--- config.mk ---
export PLATFORM = sky130hd
export DESIGN_NAME = irq_ipi_timer_ctl
export DESIGN_NICKNAME = d
export VERILOG_FILES = /design/src/rtl/irq_ctl_pkg.sv /design/src/rtl/irq_cmd_decode.sv /design/src/rtl/irq_pend_vec.sv /design/src/rtl/irq_ipi_timer_ctl.sv
export SDC_FILE = /design/constraint.sdc
export NUM_CORES = 1
export LEC_CHECK = 0
export ABC_AREA = 1
export BUFFER_PORTS_ARGS = -buffer_cell sky130_fd_sc_hd__buf_2
export CAP_MARGIN = 20
export CORE_UTILIZATION = 34
export CTS_BUF_LIST = sky130_fd_sc_hd__clkbuf_4 sky130_fd_sc_hd__clkbuf_8
export CTS_CLUSTER_DIAMETER = 60
export DETAILED_ROUTE_END_ITERATION = 6
export PLACE_DENSITY = 0.9
export SYNTH_ARGS = -nofsm -noshare
export SYNTH_HDL_FRONTEND = slang
export SYNTH_SLANG_ARGS = --single-unit
--- constraint.sdc ---
create_clock -name clk -period 0.8 [get_ports clk]
set_input_delay 0 -clock clk [delete_from_list [all_inputs] [get_ports clk]]
set_output_delay 0 -clock clk [all_outputs]
set_load 0.01 [all_outputs]
--- src/rtl/irq_ctl_pkg.sv ---
package irq_ctl_pkg;
  typedef enum logic [1:0] {
    SEL_CTRL     = 2'd0,
    SEL_IPI_REQ  = 2'd1,
    SEL_IPI_PEND = 2'd2,
    SEL_TMR_PEND = 2'd3
  } reg_sel_e;

  // control register field positions (each field is one bit per CPU)
  localparam int POST_LSB = 12;
  localparam int ICLR_LSB = 8;
  localparam int TCLR_LSB = 4;
  localparam int NXM_BIT  = 28;
  // read-back positions in the control register
  localparam int RD_IPI_LSB = 8;
  localparam int RD_TMR_LSB = 4;
endpackage

--- src/rtl/irq_cmd_decode.sv ---
module irq_cmd_decode
  import irq_ctl_pkg::*;
#(
  parameter int NCPU   = 4,
  parameter int DATA_W = 64
) (
  input  logic              wr_en,
  input  logic [1:0]        sel,
  input  logic [DATA_W-1:0] wdata,
  output logic [NCPU-1:0]   ipi_set,
  output logic [NCPU-1:0]   ipi_clr,
  output logic [NCPU-1:0]   tmr_clr,
  output logic              illegal
);
  logic [NCPU-1:0] f_post, f_iclr, f_tclr, f_mask;

  assign f_post = wdata[POST_LSB +: NCPU];
  assign f_iclr = wdata[ICLR_LSB +: NCPU];
  assign f_tclr = wdata[TCLR_LSB +: NCPU];
  assign f_mask = wdata[NCPU-1:0];

  always_comb begin
    ipi_set = '0;
    ipi_clr = '0;
    tmr_clr = '0;
    illegal = 1'b0;
    if (wr_en) begin
      unique case (reg_sel_e'(sel))
        SEL_CTRL: begin
          ipi_set = f_post;
          ipi_clr = f_iclr;
          tmr_clr = f_tclr;
          illegal = (f_post == '0) && (f_iclr == '0) && (f_tclr == '0) && !wdata[NXM_BIT];
        end
        SEL_IPI_REQ: begin
          ipi_set = f_mask;
          illegal = (f_mask == '0);
        end
        SEL_IPI_PEND: begin
          ipi_clr = f_mask;
          illegal = (f_mask == '0);
        end
        default: begin
          tmr_clr = f_mask;
          illegal = (f_mask == '0);
        end
      endcase
    end
  end
endmodule

--- src/rtl/irq_pend_vec.sv ---
module irq_pend_vec #(
  parameter int NCPU     = 4,
  parameter bit SET_WINS = 1'b0
) (
  input  logic            clk,
  input  logic            rst,
  input  logic [NCPU-1:0] set_mask,
  input  logic [NCPU-1:0] clr_mask,
  output logic [NCPU-1:0] pend
);
  logic [NCPU-1:0] nxt;

  generate
    if (SET_WINS) begin : g_set_wins
      assign nxt = (pend & ~clr_mask) | set_mask;
    end else begin : g_clr_wins
      assign nxt = (pend | set_mask) & ~clr_mask;
    end
  endgenerate

  always_ff @(posedge clk) begin
    if (rst) pend <= '0;
    else     pend <= nxt;
  end
endmodule

--- src/rtl/irq_ipi_timer_ctl.sv ---
module irq_ipi_timer_ctl
  import irq_ctl_pkg::*;
#(
  parameter int NCPU   = 4,
  parameter int DATA_W = 64,
  parameter int ID_W   = 2
) (
  input  logic              clk,
  input  logic              rst,
  input  logic              wr_en,
  input  logic              rd_en,
  input  logic [1:0]        sel,
  input  logic [DATA_W-1:0] wdata,
  input  logic [ID_W-1:0]   cpu_id,
  input  logic              tick,
  output logic [DATA_W-1:0] rdata,
  output logic [NCPU-1:0]   ipi_irq,
  output logic [NCPU-1:0]   tmr_irq,
  output logic              err_illegal,
  output logic              warn_dup_post,
  output logic              warn_empty_clear
);
  logic [NCPU-1:0] ipi_set, ipi_clr, tmr_clr;
  logic            illegal;
  logic [NCPU-1:0] ipi_pend, tmr_pend;
  logic [DATA_W-1:0] rd_nxt;

  irq_cmd_decode #(.NCPU(NCPU), .DATA_W(DATA_W)) u_dec (
    .wr_en(wr_en), .sel(sel), .wdata(wdata),
    .ipi_set(ipi_set), .ipi_clr(ipi_clr), .tmr_clr(tmr_clr), .illegal(illegal)
  );

  // IPI: post then clear inside one write, so clear wins
  irq_pend_vec #(.NCPU(NCPU), .SET_WINS(1'b0)) u_ipi (
    .clk(clk), .rst(rst), .set_mask(ipi_set), .clr_mask(ipi_clr), .pend(ipi_pend)
  );

  // timer: tick beats a same-cycle clear
  irq_pend_vec #(.NCPU(NCPU), .SET_WINS(1'b1)) u_tmr (
    .clk(clk), .rst(rst), .set_mask({NCPU{tick}}), .clr_mask(tmr_clr), .pend(tmr_pend)
  );

  assign ipi_irq = ipi_pend;
  assign tmr_irq = tmr_pend;

  always_comb begin
    rd_nxt = '0;
    unique case (reg_sel_e'(sel))
      SEL_CTRL: begin
        rd_nxt[RD_IPI_LSB +: NCPU] = ipi_pend;
        rd_nxt[RD_TMR_LSB +: NCPU] = tmr_pend;
        rd_nxt[ID_W-1:0]           = cpu_id;
      end
      SEL_IPI_PEND: rd_nxt[NCPU-1:0] = ipi_pend;
      SEL_TMR_PEND: rd_nxt[NCPU-1:0] = tmr_pend;
      default:      rd_nxt = '0;
    endcase
  end

  always_ff @(posedge clk) begin
    if (rst) begin
      rdata            <= '0;
      err_illegal      <= 1'b0;
      warn_dup_post    <= 1'b0;
      warn_empty_clear <= 1'b0;
    end else begin
      if (rd_en) rdata <= rd_nxt;
      err_illegal      <= illegal;
      warn_dup_post    <= |(ipi_set & ipi_pend);
      warn_empty_clear <= |(ipi_clr & ~(ipi_pend | ipi_set));
    end
  end
endmodule

==> results.md, run 1 <==
* Status: finished with violations
* Failing checks: negative setup slack
* Die X at 69.7 um
* Hold slack at 23.8 ps
* Starting density of the core at 0.355
* Core area at 4380 um2
* GP Congestion at 0.881
* Gr ovfl total at 0
* Distinct cells, synth at 21
* Inserted Diodes at 0
* Slowest cell on crit path: dfxtp_4
* Fin nets at 368
* Syn avg cell area at 6.71 um2
* Pleak at 0.998 nW
* 1st-iter DRT viols at 72
* Total track usage at 0.150
* CP peak stage delay at 370 ps
* Sum Neg Setup Slack at -202 ps
* HP Class: input pin to flip-flop
* CTS root buf: clkbuf_8
* Area grow syn2layout at 22.6%
* CTS tree: built
* Crit Path Max Fanout at 5
* First-pass GRT wire length at 5.93 mm
* Unrepaired setup endpoints after global routing: true
* Die area at 4860 um2
* First-pass DRT Iterations at 4
* Post-Place Worst Slack at -196 ps
* Finished Core Util at 0.436
* Die H at 69.7 um
* Syn Std Cell Area at 1560 um2
* Placed Cells incl. Taps at 341
* CTS buffer count at 3
* Placed instance area at 1770 um2
* Post-synth top area share at 0.296
* Drt total wl at 3.70 mm
* CTS Hold Bufs at 0
* VDD IR max at 569 uV
* Dpl hpwl at 2.89 mm
* Final setup fails at 4
* Final Cell Area at 1910 um2
* Critical Path Start Type: flip-flop
* Row count at 24
* IO Count at 148
* Largest net degree at the start of global routing at 16
* Critical-path cell list: buf_6 > buf_6
* DR DRC count at 0
* Critical path arrival at 860 ps
* DR WL/cell at 10.7 um
* Setup crit end kind: output port
* Register area share after synthesis at 0.296
* DR vias at 1534
* Crit path kind: flip-flop to output port
* Tcrit/Tclk final at 1.08
* Fin Clk Skew at 7.88 ps
* H-tree Lvls at 1
* Slew Viols, Final at 0
* Highest Clock Rate at 1160 MHz
* Initial antenna violation count at 0
* Most frequent CP cell: buf_6
* Number of synthesized register bits at 23
* Power Density at 1370 nW/um2
* Area contributors post-synth: dfxtp_1 (30%), buf_4 (26%), nand2_1 (14%)
* Antenna viol nets, final at 0
* CTS clk-pin slew, worst paths at 90 ps
* Vias per cell at 4.43
* Layout cells sized above 1 at 0.299
* Maximum root-to-sink buffer count at 2
* Clock insertion delay at the later pin of the skew report at 270 ps
* CP required at 800 ps
* Fin. Hold Viols at 0
* I/O Buffers at 48
* Total power at 2.62 mW
* Post-synth top area cell: dfxtp_1
* Post-Layout Cell Count at 346
* Yosys warnings at 0
* CTS sink count at 23
* Min Clock Period, post-route at 864 ps
* Maxcap violations at 0
* Vias in the first global route at 1406
* Post-Synthesis Cells at 232
* PnR worst setup slack at -64.1 ps
where the power goes:
| part | internal (mW) | leakage (nW) | switching [mW] | total [mW] |
|---|---|---|---|---|
| registers | 1.19 | 0.193 | 0.0459 | 1.24 |
| clock network | 0.348 | 0.0255 | 0.391 | 0.740 |
| logic | 0.246 | 0.780 | 0.398 | 0.645 |
synthesized netlist by cell type (all sizes together):
cell / count
nor3: 2
buf: 56
dfxtp: 23
inv: 16
nand3b: 1
conb: 1
nand4: 3
nor4: 2
clkbuf: 4
a21oi: 19
o21ai: 9
nand2: 61
a211oi: 1
nand3: 22
nor2: 10
a31oi: 2
flip-flops by register name (all words and copies together), names as in the netlist:
signal	count
rdata	12
u_ipi.pend	4
u_tmr.pend	4
err_illegal	1
warn_dup_post	1
warn_empty_clear	1
per-layer routing:
| metal | track usage | part of all wire | vias up |
|---|---|---|---|
| met5 | 0 | 0 | - |
| li1 | - | - | 766 |
| met3 | 0.0233 | 0.057 | 5 |
| met2 | 0.262 | 0.51 | 69 |
| met1 | 0.179 | 0.42 | 694 |
| met4 | 0.0711 | 0.014 | 0 |
cell type report:
type,instances,area [um2]
flip-flops and latches,23,488
inverters,16,60.1
clock buffers,3,41.3
repair buffers,66,438
multi-input cells,185,812
clock inverters,1,5.00
well taps,52,65.1
fillers,467,2470
cells by family after synthesis:
group,after synthesis,share of synthesized area
buf+inv,76,0.317
simple gates,101,0.280
other cells,1,0.00241
flops,23,0.296
compound gates,31,0.105
worst max-delay path: cells and delay by family (launching register included):
family	cells	cell delay, ps
flip-flops	1	370
buffers and inverters	2	230
final timing paths:
path                             from                          end  slack (ps)  depth (start not counted)
max          u_ipi.pend[0]$_SDFF_PP0_                   ipi_irq[0]         -60                          2
min                         wdata[28]       err_illegal$_SDFF_PP0_          20                          4
max reg2reg  u_ipi.pend[1]$_SDFF_PP0_  warn_empty_clear$_SDFF_PP0_         -20                          5
min reg2reg    rdata[11]$_SDFFE_PP0P_       rdata[11]$_SDFFE_PP0P_         470                          2
placed cells by master (no fill, tap or decap), drive strengths merged:
cell | synthesis | layout
nand4 | 3 | 3
dfxtp | 23 | 23
nand3b | 1 | 1
a31oi | 2 | 2
nor3 | 2 | 2
nor4 | 2 | 2
nand2 | 61 | 61
a21oi | 19 | 19
clkbuf | 4 | 3
buf | 56 | 66
o21ai | 9 | 9
nand3 | 22 | 22
inv | 16 | 16
nor2 | 10 | 11
a211oi | 1 | 1
conb | 1 | 52
clkinv | 0 | 1
repair_timing:
action / in CTS / in global routing
gates cloned: 0 / 1
pin swaps: 5 / 7
setup buffers: 1 / 0
resized for setup: 17 / 15
endpoints found under the setup margin: 10 / 18
Power figures use the tool's default switching activity.
==> inputs of run 2 (changes only) <==
Settings changed: PLACE_DENSITY 0.9 to 0.82.
==> run 2 against run 1 <==
  * The flow still finishes with violations (negative setup slack)
  * Flip-flop and latch count unchanged
  * Register-to-register slack about the same
  * Core utilization increased by 0.97 points
  * Cell count increased by 1.4%
  * Wire length decreased by 1.8%
  * Sequential power about the same
  * Combinational power increased by 3.7%
==> results.md, run 2 (synthesis results as in run 1) <==
* Leading cell type in the layout, fill and taps excluded: nand2_1
* VDD IR max at 559 uV (-1.7%)
* Min Clock Period, post-route at 849 ps (-15.1 ps)
* CTS tree: built
* Dpl hpwl at 2.86 mm (-1.2%)
* Area grow syn2layout at 25.3%
* Crit Path Max Fanout at 4 (-1)
* Status: finished with violations
* GP Congestion at 0.838 (-4.8%)
* Maximum root-to-sink buffer count at 2 (unchanged)
* Hold path depth at 4 (unchanged)
* Row count at 24 (unchanged)
* Total track usage at 0.145 (-0.00489)
* Number of fillers in the final layout at 481 (+3.0%)
* Fin. Hold Viols at 0 (unchanged)
* Largest register FFs at 12 (unchanged)
* H-tree Lvls at 1 (unchanged)
* 1st-iter DRT viols at 65 (-9.7%)
* Largest net degree at the start of global routing at 14 (-2)
* Highest-count cells in the layout ignoring fill and taps: nand2_1 (59), conb_1 (52), buf_2 (41)
* Die H at 69.7 um (unchanged)
* Inserted Diodes at 0 (unchanged)
* Maxcap violations at 0 (unchanged)
* Hold Crit Endpoint: err_illegal$_SDFF_PP0_
* Biggest regs: rdata (12), u_ipi.pend (4), u_tmr.pend (4)
* IO Count at 148 (unchanged)
* Clock insertion delay at the later pin of the skew report at 270 ps (about the same)
* Starting density of the core at 0.355 (unchanged)
* Antenna viol nets, final at 0 (unchanged)
* CTS buffer count at 3 (unchanged)
* Initial antenna violation count at 0 (unchanged)
* Reg2Reg Setup Slack at -10 ps (about the same)
* CP required at 800 ps (about the same)
* Unrepaired setup endpoints after global routing: true
* Hold slack at 17.0 ps (-6.89 ps)
* Register area at 483 um2 (-1.0%)
* DR DRC count at 0 (unchanged)
* Layout cells sized above 1 at 0.298 (-0.00166)
* Die X at 69.7 um (unchanged)
* Power Density at 1350 nW/um2 (-1.5%)
* Fin nets at 373 (+1.4%)
* Core area at 4380 um2 (unchanged)
* Gr ovfl total at 0 (unchanged)
* Die area at 4860 um2 (unchanged)
* Total power at 2.64 mW (+0.70%)
* Pleak at 1.02 nW (+2.7%)
* Reg-to-reg endpoint: warn_dup_post$_SDFF_PP0_
* CTS root buf: clkbuf_8
* CTS sink count at 23 (unchanged)
* Worst reg-to-reg path cell count at 5 (unchanged)
* Highest Clock Rate at 1180 MHz (+1.8%)
* Final setup fails at 4 (unchanged)
* CTS clk-pin slew, worst paths at 80 ps (about the same)
* Fin Clk Skew at 1.01 ps (-6.87 ps)
* First-pass DRT Iterations at 4 (unchanged)
* Slew Viols, Final at 0 (unchanged)
* HP Class: input pin to flip-flop
* Crit path kind: flip-flop to output port
* PnR worst setup slack at -49.0 ps (+15.1 ps)
* Multi-input logic area at 812 um2 (unchanged)
* First-pass GRT wire length at 5.69 mm (-4.1%)
* DR WL/cell at 10.4 um (-3.2%)
* FF-to-FF Start: u_ipi.pend[2]$_SDFF_PP0_
* DR vias at 1508 (-1.7%)
* Critical Path Start Type: flip-flop
* I/O Buffers at 48 (unchanged)
* Setup crit end kind: output port
* Register name with the most flops: rdata
* Tcrit/Tclk final at 1.06 (-0.0188)
* Critical path arrival at 850 ps (about the same)
* Failing checks: negative setup slack
* Hold_sp: wdata[28]
* Drt total wl at 3.63 mm (-1.8%)
* Vias in the first global route at 1338 (-4.8%)
* Vias per cell at 4.30 (-3.1%)
[run 2: cell count changes in the layout (fill, tap and decap cells not counted), moves of 2 or more]
| cell | change |
|---|---|
| buf_2 | -2 |
| buf_4 | +5 |
| dfxtp_2 | +2 |
| dfxtp_4 | -2 |
| dlygate4sd3_1 | +2 |
| inv_1 | +2 |
| inv_2 | -2 |
[run 2: worst max-delay path by stage]
stage                             startpoint                           to  slack (ps)  depth (start not counted)
floorplan                             sel[0]  warn_empty_clear$_SDFF_PP0_         -50                          9
global placement                      sel[1]  warn_empty_clear$_SDFF_PP0_        -160                          9
detailed placement                    sel[1]       err_illegal$_SDFF_PP0_        -180                          6
CTS                 u_ipi.pend[1]$_SDFF_PP0_                   ipi_irq[1]         -50                          2
global route        u_ipi.pend[0]$_SDFF_PP0_                   ipi_irq[0]         -80                          2
finish              u_ipi.pend[0]$_SDFF_PP0_                   ipi_irq[0]         -50                          2
[run 2: critical path, cell delays in order (launching register included)]
cell and delay, ps:
dfxtp_4 360, buf_6 110, buf_6 110
[run 2: layout make-up]
type	instances	share of cell area
Sequential cell	23	0.247
Inverter	16	0.0308
Clock buffer	3	0.0212
Clock inverter	1	0.00256
Tap cell	52	0.0333
Timing Repair Buffer	71	0.249
Multi-Input combinational cell	185	0.416
[run 2: per-layer routing]
metal	global-route usage	routed length [um]	vias up
li1	-	-	773
met1	0.178	1590	658
met2	0.234	1700	66
met3	0.0465	265	11
met4	0.0622	79	0
met5	0	0	-
[run 2: stage by stage]
stage | cells | util | setup TNS, ps | cell area (um2) | setup slack (ps)
after floorplan | 283 | - | -53.2 | 1750 | -53.2
after global placement | 342 | 0.405 | -1690 | 1780 | -161
after detailed placement | 342 | 0.405 | -2400 | 1780 | -181
after CTS | 347 | 0.432 | -135 | 1900 | -47.0
after global routing | 351 | 0.445 | -330 | 1950 | -77.4
final | 351 | 0.445 | -139 | 1950 | -49.0
[run 2: repair_timing]
action	in CTS	in global routing
endpoints found under the hold margin	3	0
hold buffers	2	0
gates resized for setup	18	11
buffers inserted	2	3
gates cloned	0	1
pin swaps	2	5
setup endpoints to repair	9	11
[run 2: power breakdown]
group          internal [mW]  switching, mW
combinational          0.267          0.402
sequential              1.19         0.0442
clock                  0.348          0.384
==> inputs of run 3 (changes only) <==
Settings changed: HOLD_SLACK_MARGIN from default to 0.03.
==> run 3 against run 2 <==
  * The run still ends with negative setup slack left
  * First-iteration DRC count up 43%
  * Register-to-register slack about the same
  * Sequential power about the same
  * Cell count up 0.85%
  * Wire length up 2.7%
  * Sequential share of layout area down 0.51 points
  * Critical endpoint unchanged
  * Largest cell class unchanged
==> results.md, run 3 (synthesis results as in run 1) <==
* Critical path arrival at 850 ps (about the same)
* Tcrit/Tclk final at 1.07 (+0.00703)
* Sum Neg Setup Slack at -170 ps (-30.6 ps)
* Pleak at 1.04 nW (+1.7%)
* Leading cell type in the layout, fill and taps excluded: nand2_1
* Core area at 4380 um2 (unchanged)
* Gr ovfl total at 0 (unchanged)
* Unrepaired setup endpoints after global routing: true
* Register name with the most flops: rdata
* 1st-iter DRT viols at 93 (+43%)
* Most frequent CP cell: buf_6
* Sum of buffers and inverters on the critical path at 2 (unchanged)
* Setup crit end kind: output port
* IO Count at 148 (unchanged)
* Maximum root-to-sink buffer count at 2 (unchanged)
* Largest delay share family, worst path: flip-flops
* Power Density at 1330 nW/um2 (-1.3%)
* CTS tree: built
* Critical Path Start Type: flip-flop
* Die H at 69.7 um (unchanged)
* Vias per cell at 4.34 (+0.93%)
* CTS sink count at 23 (unchanged)
* Largest net degree at the start of global routing at 14 (unchanged)
* Failing checks: negative setup slack
* Fin nets at 376 (+0.80%)
* Fin Clk Skew at 1.15 ps (+0.139 ps)
* Initial antenna violation count at 0 (unchanged)
* Inserted Diodes at 0 (unchanged)
* Reg-to-reg endpoint: warn_dup_post$_SDFF_PP0_
* PnR worst setup slack at -54.6 ps (-5.62 ps)
* Maxcap violations at 0 (unchanged)
* Highest Clock Rate at 1170 MHz (-0.66%)
* Area grow syn2layout at 28.0%
* HP Class: input pin to flip-flop
* Slowest cell on crit path: dfxtp_4
* H-tree Lvls at 1 (unchanged)
* First-pass GRT wire length at 5.83 mm (+2.4%)
* Status: finished with violations
* Levels on crit path at 2 (unchanged)
* Antenna viol nets, final at 0 (unchanged)
* Worst reg-to-reg path cell count at 5 (unchanged)
* Crit Path Max Fanout at 4 (unchanged)
* Min Clock Period, post-route at 855 ps (+5.62 ps)
* Post-Place Worst Slack at -181 ps (unchanged)
* Die area at 4860 um2 (unchanged)
* Biggest regs: rdata (12), u_ipi.pend (4), u_tmr.pend (4)
* Total track usage at 0.149 (+0.00393)
* CP required at 800 ps (about the same)
* FF-to-FF Start: u_ipi.pend[0]$_SDFF_PP0_
* Largest register FFs at 12 (unchanged)
* Vias in the first global route at 1389 (+3.8%)
* Slew Viols, Final at 0 (unchanged)
* Fin. Hold Viols at 0 (unchanged)
* Hold Crit Endpoint: err_illegal$_SDFF_PP0_
* Crit path kind: flip-flop to output port
* GP Congestion at 0.838 (unchanged)
* Final setup fails at 6 (+2)
* Clock insertion delay at the later pin of the skew report at 270 ps (about the same)
* Hold path depth at 4 (unchanged)
* VDD IR max at 561 uV (+0.34%)
* First-pass DRT Iterations at 4 (unchanged)
* Dpl hpwl at 2.86 mm (unchanged)
* Reg2Reg Setup Slack at -20 ps (about the same)
* CTS root buf: clkbuf_8
* CP peak stage delay at 360 ps (about the same)
* Row count at 24 (unchanged)
* CTS buffer count at 3 (unchanged)
* Highest-count cells in the layout ignoring fill and taps: nand2_1 (58), conb_1 (52), buf_2 (41)
* DR WL/cell at 10.5 um (+1.9%)
* Critical-path cell list: buf_6 > buf_6
* Layout cells sized above 1 at 0.305 (+0.00698)
* Starting density of the core at 0.355 (unchanged)
* DR DRC count at 0 (unchanged)
* Number of fillers in the final layout at 475 (-1.2%)
* Hold_sp: wdata[28]
* CTS clk-pin slew, worst paths at 80 ps (about the same)
* Die X at 69.7 um (unchanged)
* Crit. Startpoint: u_ipi.pend[0]$_SDFF_PP0_
* DR vias at 1535 (+1.8%)
* I/O Buffers at 48 (unchanged)
* Drt total wl at 3.73 mm (+2.7%)
-- run 3: worst min-delay path: cells and delay by family --
kind | cells | cell delay [ps]
compound gates | 1 | 50
buf+inv | 1 | 80
simple gates | 2 | 110
-- run 3: timing repair --
action,4_1_cts,5_1_grt
setup buffers,2,4
endpoints found under the hold margin,7,0
setup endpoints to repair,9,11
pin swaps,2,5
hold buffers,5,0
gates resized for setup,18,15
-- run 3: per-layer routing --
metal  GRT usage  part of all wire  vias to the layer above  wire, um
met5           0                 0                        -         0
li1            -                 -                      781         -
met3      0.0509             0.077                       18       289
met4      0.0844             0.037                        0       138
met2       0.233              0.46                       74      1710
met1       0.178              0.43                      662      1600
-- run 3: cell type report --
class,instances,area (um2),area share
Multi-Input combinational cell,184,816,0.409
Timing Repair Buffer,75,523,0.262
Sequential cell,23,483,0.242
Tap cell,52,65.1,0.0326
Inverter,16,60.1,0.0301
Clock buffer,3,41.3,0.0207
Clock inverter,1,5.00,0.00251
-- run 3: worst max path at each step --
stage / end / slack (ps)
floorplan: warn_empty_clear$_SDFF_PP0_ / -50
global placement: warn_empty_clear$_SDFF_PP0_ / -160
detailed placement: err_illegal$_SDFF_PP0_ / -180
CTS: ipi_irq[1] / -50
global route: ipi_irq[0] / -80
finish: ipi_irq[0] / -50
-- run 3: power by group --
part | switching (mW) | internal, mW
registers | 0.0449 | 1.19
clock network | 0.385 | 0.349
logic | 0.407 | 0.280
total | 0.837 | 1.82
-- run 3: per-stage QoR --
stage	power [mW]	area, um2	utilization	hold slack (ps)	std cells
6_report	2.66	1990	0.455	16.5	354
5_1_grt	2.80	1990	0.455	51.1	354
4_1_cts	2.64	1930	0.439	18.9	350
3_3_place_gp	1.86	1780	0.405	218	342
2_1_floorplan	1.79	1750	-	172	283
3_5_place_dp	1.87	1780	0.405	218	342
